### config.mk
export PLATFORM = sky130hd
export DESIGN_NAME = mcm_prg_mapper
export DESIGN_NICKNAME = d
export VERILOG_FILES = /design/src/rtl/mcm_pkg.sv /design/src/rtl/mcm_addr_latch.sv /design/src/rtl/mcm_prg_map.sv /design/src/rtl/mcm_prg_mapper.sv
export SDC_FILE = /design/constraint.sdc
export NUM_CORES = 1
export LEC_CHECK = 0
export BUFFER_PORTS_ARGS = -buffer_cell sky130_fd_sc_hd__buf_2
export CAP_MARGIN = 20
export CORE_MARGIN = 2
export CORE_UTILIZATION = 39
export DETAILED_ROUTE_END_ITERATION = 10
export GPL_TIMING_DRIVEN = 1
export MAX_ROUTING_LAYER = met4
export PLACE_DENSITY = 0.88
export SETUP_SLACK_MARGIN = 0.3
export SYNTH_ARGS = -nofsm -noshare
export SYNTH_HDL_FRONTEND = slang
export SYNTH_HIERARCHICAL = 1
export SYNTH_SLANG_ARGS = --single-unit
### constraint.sdc
create_clock -name clk -period 1.3 [get_ports clk]
set_clock_uncertainty 0.15 [all_clocks]
set_input_delay 0.13 -clock clk [delete_from_list [all_inputs] [get_ports clk]]
set_output_delay 0.13 -clock clk [all_outputs]
set_load 0.01 [all_outputs]
### src/rtl/mcm_pkg.sv
package mcm_pkg;
   localparam int unsigned REG_W  = 11;
   localparam int unsigned F_SEL  = 0;
   localparam int unsigned F_MIR  = 1;
   localparam int unsigned F_IN0  = 2;
   localparam int unsigned F_IN1  = 3;
   localparam int unsigned F_IN2  = 4;
   localparam int unsigned F_OUT0 = 5;
   localparam int unsigned F_OUT1 = 6;
   localparam int unsigned F_LAY  = 7;
   localparam int unsigned F_OUT2 = 8;
   localparam int unsigned F_FIX  = 9;
   localparam int unsigned F_PAD  = 10;

   typedef struct packed {
      logic       pad_en;
      logic       fix_hi;
      logic [2:0] outer;
      logic       layout;
      logic [2:0] inner;
      logic       mirror;
      logic       sel;
   } bank_cfg_t;

   function automatic bank_cfg_t unpack_reg(input logic [REG_W-1:0] r);
      bank_cfg_t c;
      c.pad_en = r[F_PAD];
      c.fix_hi = r[F_FIX];
      c.outer  = {r[F_OUT2], r[F_OUT1], r[F_OUT0]};
      c.layout = r[F_LAY];
      c.inner  = {r[F_IN2], r[F_IN1], r[F_IN0]};
      c.mirror = r[F_MIR];
      c.sel    = r[F_SEL];
      return c;
   endfunction
endpackage

### src/rtl/mcm_addr_latch.sv
module mcm_addr_latch #(
   parameter int unsigned CPU_AW = 16,
   parameter int unsigned REG_W  = 11
) (
   input  logic              clk,
   input  logic              rst_n,
   input  logic              wr_hit,
   input  logic [REG_W-1:0]  addr_lo,
   output logic [REG_W-1:0]  q
);
   if (REG_W >= CPU_AW) begin : g_bad_width
      $error("register must be narrower than the CPU address");
   end

   always_ff @(posedge clk or negedge rst_n) begin
      if (!rst_n)      q <= '0;
      else if (wr_hit) q <= addr_lo;
   end

   a_r1_load: assert property (@(posedge clk) disable iff (!rst_n)
      wr_hit |=> q == $past(addr_lo));
   a_r2_hold: assert property (@(posedge clk) disable iff (!rst_n)
      !wr_hit |=> $stable(q));
endmodule

### src/rtl/mcm_prg_map.sv
module mcm_prg_map
   import mcm_pkg::*;
#(
   parameter int unsigned PRG_AW = 20,
   parameter int unsigned PAD_W  = 4,
   parameter int unsigned WIN_W  = 14
) (
   input  logic              clk,
   input  logic              rst_n,
   input  bank_cfg_t         cfg,
   input  logic              cpu_hi,
   input  logic [WIN_W-1:0]  cpu_win,
   input  logic [PAD_W-1:0]  pads,
   output logic [PRG_AW-1:0] prg_addr
);
   localparam int unsigned BANK_W = 3;
   localparam int unsigned OUT_W  = 3;

   if (PRG_AW != WIN_W + BANK_W + OUT_W) begin : g_bad_prg
      $error("PRG width must equal window + inner + outer bits");
   end
   if (PAD_W == 0 || PAD_W > WIN_W) begin : g_bad_pad
      $error("pad field width out of range");
   end

   logic [BANK_W-1:0] bank;
   logic [PAD_W-1:0]  low;

   always_comb begin
      if (!cpu_hi)         bank = {cfg.inner[2:1], cfg.inner[0] & ~cfg.sel};
      else if (cfg.layout) bank = {cfg.inner[2:1], cfg.inner[0] | cfg.sel};
      else                 bank = {BANK_W{cfg.fix_hi}};
   end

   for (genvar i = 0; i < PAD_W; i++) begin : g_pad_mux
      assign low[i] = cfg.pad_en ? pads[i] : cpu_win[i];
   end

   assign prg_addr = {cfg.outer, bank, cpu_win[WIN_W-1:PAD_W], low};

   a_r5_uniform: assert property (@(posedge clk) disable iff (!rst_n)
      (cpu_hi && !cfg.layout) |-> (bank == '0 || bank == '1));
   a_r3_even: assert property (@(posedge clk) disable iff (!rst_n)
      (!cpu_hi && cfg.sel) |-> !prg_addr[WIN_W]);
   a_r4_odd: assert property (@(posedge clk) disable iff (!rst_n)
      (cpu_hi && cfg.layout && cfg.sel) |-> prg_addr[WIN_W]);
endmodule

### src/rtl/mcm_prg_mapper.sv
module mcm_prg_mapper
   import mcm_pkg::*;
#(
   parameter int unsigned CPU_AW = 16,
   parameter int unsigned PAD_W  = 4,
   parameter int unsigned PRG_AW = 20
) (
   input  logic              clk,
   input  logic              rst_n,
   input  logic [CPU_AW-1:0] cpu_addr,
   input  logic              cpu_rw,
   input  logic              cpu_strobe,
   input  logic [PAD_W-1:0]  pad_sel,
   input  logic              ppu_a10,
   input  logic              ppu_a11,
   output logic [PRG_AW-1:0] prg_addr,
   output logic              prg_sel,
   output logic              ciram_a10,
   output logic              chr_wr_ok
);
   localparam int unsigned WIN_W = CPU_AW - 2;
   localparam int unsigned TOP   = CPU_AW - 1;

   if (CPU_AW != 16) begin : g_bad_cpu
      $error("CPU address must be 16 bits");
   end

   logic            in_rom, wr_hit;
   logic [REG_W-1:0] reg_q;
   bank_cfg_t       cfg;

   assign in_rom = cpu_strobe && cpu_addr[TOP];
   assign wr_hit = in_rom && !cpu_rw;
   assign prg_sel = in_rom && cpu_rw;

   mcm_addr_latch #(.CPU_AW(CPU_AW), .REG_W(REG_W)) u_latch (
      .clk(clk), .rst_n(rst_n), .wr_hit(wr_hit),
      .addr_lo(cpu_addr[REG_W-1:0]), .q(reg_q));

   assign cfg = unpack_reg(reg_q);

   mcm_prg_map #(.PRG_AW(PRG_AW), .PAD_W(PAD_W), .WIN_W(WIN_W)) u_map (
      .clk(clk), .rst_n(rst_n), .cfg(cfg), .cpu_hi(cpu_addr[WIN_W]),
      .cpu_win(cpu_addr[WIN_W-1:0]), .pads(pad_sel), .prg_addr(prg_addr));

   assign ciram_a10 = cfg.mirror ? ppu_a11 : ppu_a10;
   assign chr_wr_ok = ~cfg.layout;

   a_r9_sel_read: assert property (@(posedge clk) disable iff (!rst_n)
      prg_sel |-> (cpu_rw && cpu_strobe && cpu_addr[TOP]));
   a_r7_chr_stable: assert property (@(posedge clk) disable iff (!rst_n)
      !wr_hit |=> $stable(chr_wr_ok));
   a_r6_pass: assert property (@(posedge clk) disable iff (!rst_n)
      prg_addr[WIN_W-1:PAD_W] == cpu_addr[WIN_W-1:PAD_W]);
endmodule

==> results of run 1 <==
## cells in the mapped netlist
cell type,count
buf_4,13
and3_1,1
mux2_4,13
mux2_2,5
nand2_1,1
a31oi_1,1
dfrtp_1,11
nand2b_1,1
nor3b_1,1
nand2b_4,1
and3b_1,1
inv_1,1
buf_6,1
## what timing repair did
item / in CTS / in global routing
setup buffers: 2 / 1
setup endpoints to repair: 14 / 15
pin swaps: 0 / 0
hold endpoints to repair: 22 / 11
gates resized for setup: 9 / 1
gates cloned: 0 / 0
## area by class of cell
cell class,instances,area share
Multi-Input combinational cell,25,0.333
Timing Repair Buffer,48,0.330
Sequential cell,11,0.284
Clock buffer,4,0.0270
Tap cell,17,0.0219
Inverter,1,0.00386
## logic make-up after synthesis
kind of cell	count (synthesis)	share of synthesized area
flops	11	0.398
mux	18	0.363
buf+inv	15	0.163
compound gates	1	0.00905
simple gates	6	0.0669
## routing by layer
metal	share of wire	routed length [um]
met3	0.087	119
met1	0.38	524
met4	0	0
met2	0.53	718
met5	0	0
## worst paths after layout
kind / startpoint / end / slack, ns / depth (start not counted)
hold / removal: cpu_addr[0] / u_latch/q[0] / -0.04 / 2
max in group asynchronous: rst_n / u_latch/q[10] / 0.68 / 2
min in group asynchronous: rst_n / u_latch/q[0] / 0.10 / 2
setup / recovery: u_latch/q[7] / prg_addr[15] / -0.19 / 3
hold reg to reg: u_latch/q[5] / u_latch/q[5] / 0.37 / 1
setup reg to reg: u_latch/q[10] / u_latch/q[10] / 0.08 / 3
## power by group
part / switching, mW / internal [mW] / leakage (nW)
registers: 0.0536 / 0.408 / 0.129
clock network: 0.111 / 0.119 / 0.0150
logic: 0.160 / 0.326 / 0.383
total: 0.324 / 0.853 / 0.528
==> impl_metrics.tcl, run 1 <==
set metrics [dict create \
    syn_nets 77 \
    dieArea_um2 2130 \
    grt_pass1_vias 493 \
    max_stage_delay_ns 0.38 \
    powerDensity_nw_per_um2 1210 \
    gp_congestion 0.596 \
    cts.sinks 11 \
    dp.cells 98 \
    worst_slew_pin_slew_ns 0.251 \
    ys_seq_area_frac 0.398 \
    grt_max_degree 12 \
    post-place-ws_ns 0.0403 \
    ant_nets 0 \
    multi_input_area_um2 324 \
    tritoncts "built" \
    ys_ff_latch 11 \
    cts_buffers 3 \
    die_x_um 46.1 \
    hold_class "in -> reg" \
    clk_pin_slew_ns 0.07 \
    wl_um 1360 \
    slew_headroom 0.833 \
    outcome "complete, but fails checks" \
    grt_use_met1 0.138 \
    worstSkewPairLatency_ns 0.27 \
    wire_per_inst_um 12.8 \
    drcViolationCount 0 \
    final_area_um2 973 \
    syn_area_per_cell_um2 13.6 \
    overflow 0 \
    hold_violations 11 \
    grt.busiest_layer "met2" \
    antenna_found_initial 0 \
    placed_area_um2 858 \
    crit_chain "nand2b_4 > mux2_4 > buf_6" \
    io_buffer_count 42 \
    drive_above_1_share 0.798 \
    fin_ws_ns -0.194 \
    rsz0062_at_grt "true" \
    grtUsageMet2 0.239 \
    path_buf_inv 1 \
    setup_viol 8 \
    start_kind "flop" \
    dr.pass1.iters 2 \
    fin_cells 106 \
    largest_reg_flops 11 \
    cp_top_family "flip-flops" \
    layout_commonest_cell "buf_2" \
    crit_arrival_ns 1.21 \
    leakagePower_nw 0.528 \
    yosys-top-cells-area "dfrtp_1 40%, mux2_4 28%, buf_4 14%" \
    holdWs_ns -0.0417 \
    grt_util_met3 0.0275 \
    holdBufCountCts 1 \
    finalCriticalPeriod_ns 1.49 \
    synth_top_area_cell "dfrtp_1" \
    h-tree-depth 1 \
    drv_slew 0 \
    cts.path.max_buffers 2 \
    track_usage 0.135 \
    start_util 0.410 \
    fillCellCount 135 \
    regArea_um2 277 \
    slowest_stage "dfrtp_1" \
    viasPerCell 4.71 \
    hpwl_um 1070 \
    core_um2 1690 \
    failed_checks "negative hold slack, negative setup slack" \
    ys_warn_count 6 \
    die_h_um 46.1 \
    cp-end-kind "primary output" \
    syn_inst 51 \
    ir_drop_v 0.000377 \
    postLayoutCoreUtil 0.576 \
    syn_area_um2 692 \
    placementRows 15 \
    largest-register "u_latch/q" \
    crit_path_max_fanout 3 \
    fmax_ghz 0.669 \
    io_pins 49 \
    tns_ns -1.16 \
    synthToLayoutAreaGrowth_pct 40.7 \
    antenna_cells 0 \
    netlist.area_leader.share 0.398 \
    fin_crit_sh 1.15 \
    drt-initial-drc-count 4 \
    grt_first_pass_wirelength_um 1950 \
    route.vias.total 499 \
    p_total_mw 1.18 \
    reg.largest.list "u_latch/q: 11 flops" \
    nets 116 \
    clockRootBuffer "clkbuf_4" \
    required_ns 1.02 \
    max_cap_violations 0 \
    ys_types 13 \
    layout_common_cells "35 x buf_2, 17 x mux2_4, 10 x dfrtp_1" \
    critical_path_class "reg -> out" \
]
Power figures use the tool's default switching activity.
==> run 2, diff against run 1 <==
--- a/config.mk
+++ b/config.mk
@@ -5,6 +5,7 @@
 export SDC_FILE = /design/constraint.sdc
 export NUM_CORES = 1
 export LEC_CHECK = 0
+export ABC_AREA = 1
 export BUFFER_PORTS_ARGS = -buffer_cell sky130_fd_sc_hd__buf_2
 export CAP_MARGIN = 20
 export CORE_MARGIN = 2
@@ -12,7 +13,7 @@
 export DETAILED_ROUTE_END_ITERATION = 10
 export GPL_TIMING_DRIVEN = 1
 export MAX_ROUTING_LAYER = met4
-export PLACE_DENSITY = 0.88
+export PLACE_DENSITY = 0.89
 export SETUP_SLACK_MARGIN = 0.3
 export SYNTH_ARGS = -nofsm -noshare
 export SYNTH_HDL_FRONTEND = slang
==> impl_metrics.tcl, run 2 <==
set metrics [dict create \
    crit_path_max_fanout 6 \
    start_util 0.430 \
    viasPerCell 4.52 \
    io_buffer_count 42 \
    reg.largest.list "u_latch/q: 11 flops" \
    crit_chain "nand2_1 > inv_2 > nand2_1 > nand3_1 > buf_2" \
    antenna_cells 0 \
    route.vias.total 736 \
    dp.cells 141 \
    placed_area_um2 800 \
    die_x_um 45.5 \
    syn_area_um2 671 \
    rsz0062_at_grt "true" \
    postLayoutCoreUtil 0.648 \
    dieArea_um2 2070 \
    synth-edff-count 0 \
    whs_endpoint "u_latch/q[7]" \
    ys_types 12 \
    cts_buffers 3 \
    worstHoldStart "cpu_rw" \
    wire_per_inst_um 11.1 \
    slowest_stage "dfrtp_2" \
    hold_violations 0 \
    reg2reg_depth 4 \
    clockRootBuffer "clkbuf_4" \
    overflow 0 \
    syn_nets 122 \
    die_h_um 45.5 \
    tritoncts "built" \
    synth_most_common_cell "nand2_1" \
    synthToLayoutAreaGrowth_pct 50.7 \
    grt_first_pass_wirelength_um 2660 \
    fin_ws_ns -0.0459 \
    worst_slew_pin_slew_ns 0.252 \
    core_um2 1560 \
    largest-register "u_latch/q" \
    ys_ff_latch 11 \
    io_pins 49 \
    syn_area_per_cell_um2 6.99 \
    track_usage 0.188 \
    regArea_um2 278 \
    netlist.area_leader.share 0.410 \
    dr.pass1.iters 4 \
    crit_arrival_ns 1.07 \
    drive_above_1_share 0.429 \
    hold_class "in -> reg" \
    ys_seq_area_frac 0.410 \
    grt_pass1_vias 624 \
    gp_congestion 0.630 \
    slew_headroom 0.832 \
    final_area_um2 1010 \
    wl_um 1810 \
    required_ns 1.02 \
    worstSkewPairLatency_ns 0.26 \
    layout_common_cells "44 x nand2_1, 41 x buf_2, 12 x dlygate4sd3_1" \
    clk_pin_slew_ns 0.07 \
    synth_top_area_cell "dfrtp_1" \
    fillCellCount 130 \
    start_kind "flop" \
    drv_slew 0 \
    max_stage_delay_ns 0.44 \
    critical_path_class "reg -> out" \
    grt_max_degree 12 \
    fin_cells 163 \
    setup_viol 4 \
    hpwl_um 1130 \
    syn_inst 96 \
    rrSetupSlack_ns 0.32 \
    nets 174 \
    ys_warn_count 6 \
    finalCriticalPeriod_ns 1.35 \
    async_reset_ff_frac 1.00 \
    r2r_end "u_latch/q[6]" \
    ir_drop_v 0.000558 \
    cp-end-kind "primary output" \
    layout_commonest_cell "nand2_1" \
    outcome "complete, but fails checks" \
    multi_input_area_um2 238 \
    crit_top_cell "nand2_1" \
    placementRows 14 \
    leakagePower_nw 0.618 \
    fin_crit_sh 1.04 \
    yosys-top-cells-area "dfrtp_1 41%, nand2_1 26%, buf_4 16%" \
    powerDensity_nw_per_um2 1040 \
    cts.path.max_buffers 2 \
    tns_ns -0.0882 \
    drcViolationCount 0 \
    largest_reg_flops 11 \
    drt-initial-drc-count 21 \
    cts.sinks 11 \
    min_path_cells 4 \
    fmax_ghz 0.743 \
    antenna_found_initial 0 \
    h-tree-depth 1 \
    synthTopCellsByCount "46 x nand2_1, 14 x buf_4, 11 x dfrtp_1, 10 x inv_1, 5 x o21ai_1" \
    ant_nets 0 \
    max_cap_violations 0 \
    failed_checks "negative setup slack" \
    reg2reg_from "u_latch/q[6]" \
    ys.flop_type "dfrtp_1" \
    holdWs_ns 0.0163 \
]
[run 2: changes by cell type after synthesis, moves of 2 or more]
cell / previous run / this run
inv_2: 0 / 2
mux2_2: 5 / 0
nor2_1: 0 / 2
mux2_4: 13 / 0
nand3_1: 0 / 2
nand2_1: 1 / 46
o21ai_1: 0 / 5
inv_1: 1 / 10
[run 2: logic make-up (layout without fill, tap and decap cells)]
kind of cell	Yosys count	count (layout)	share of synthesized area
AND/OR/NAND/NOR	51	51	0.299
buffers and inverters	28	79	0.246
flip-flops	11	11	0.410
AO/OA/AOI/OAI	6	6	0.0448
[run 2: worst max-delay path by stage]
stage                             from             to  slack, ns  depth (start not counted)
after CTS                 u_latch/q[7]   prg_addr[14]      -0.06                          5
after detailed placement    cpu_strobe   u_latch/q[6]       0.15                          6
after global routing      u_latch/q[7]   prg_addr[14]       -0.1                          5
final                     u_latch/q[7]   prg_addr[14]      -0.05                          5
after floorplan           u_latch/q[7]   prg_addr[14]       0.35                          4
after global placement      cpu_strobe  u_latch/q[10]       0.20                          6
[run 2: per-stage QoR]
step           total power, mW  setup slack [ns]
2_1_floorplan            0.636             0.350
3_3_place_gp             0.721             0.202
3_5_place_dp             0.728             0.148
4_1_cts                   1.01           -0.0592
5_1_grt                   1.12           -0.0970
6_report                  1.05           -0.0459
[run 2: area by class of cell]
type | count | area share
Timing Repair Buffer | 62 | 0.396
Inverter | 13 | 0.0483
Clock buffer | 4 | 0.0260
Sequential cell | 11 | 0.275
Tap cell | 16 | 0.0198
Multi-Input combinational cell | 57 | 0.235
[run 2: where the power goes]
part	internal, mW	total [mW]	switching [mW]
clock network	0.119	0.230	0.111
registers	0.399	0.445	0.0462
logic	0.196	0.375	0.179
[run 2: what timing repair did]
action / 4_1_cts / 5_1_grt
endpoints found under the hold margin: 22 / 0
pin swaps: 2 / 6
setup endpoints to repair: 12 / 15
hold buffers: 12 / 0
setup buffers: 3 / 3
gates resized for setup: 2 / 7
[run 2: critical path: cells and delay by family, from the launching register on]
kind	cells	cell delay, ns
AND/OR/NAND/NOR	3	0.20
flip-flops	1	0.44
buffers and inverters	2	0.17
[run 2: per-layer routing]
| layer | share of wire | GRT usage | vias to the layer above |
|---|---|---|---|
| met4 | 0.0094 | 0.0882 | 0 |
| met1 | 0.37 | 0.216 | 330 |
| li1 | - | - | 378 |
| met5 | 0 | - | - |
| met3 | 0.058 | 0.0357 | 4 |
| met2 | 0.56 | 0.313 | 24 |
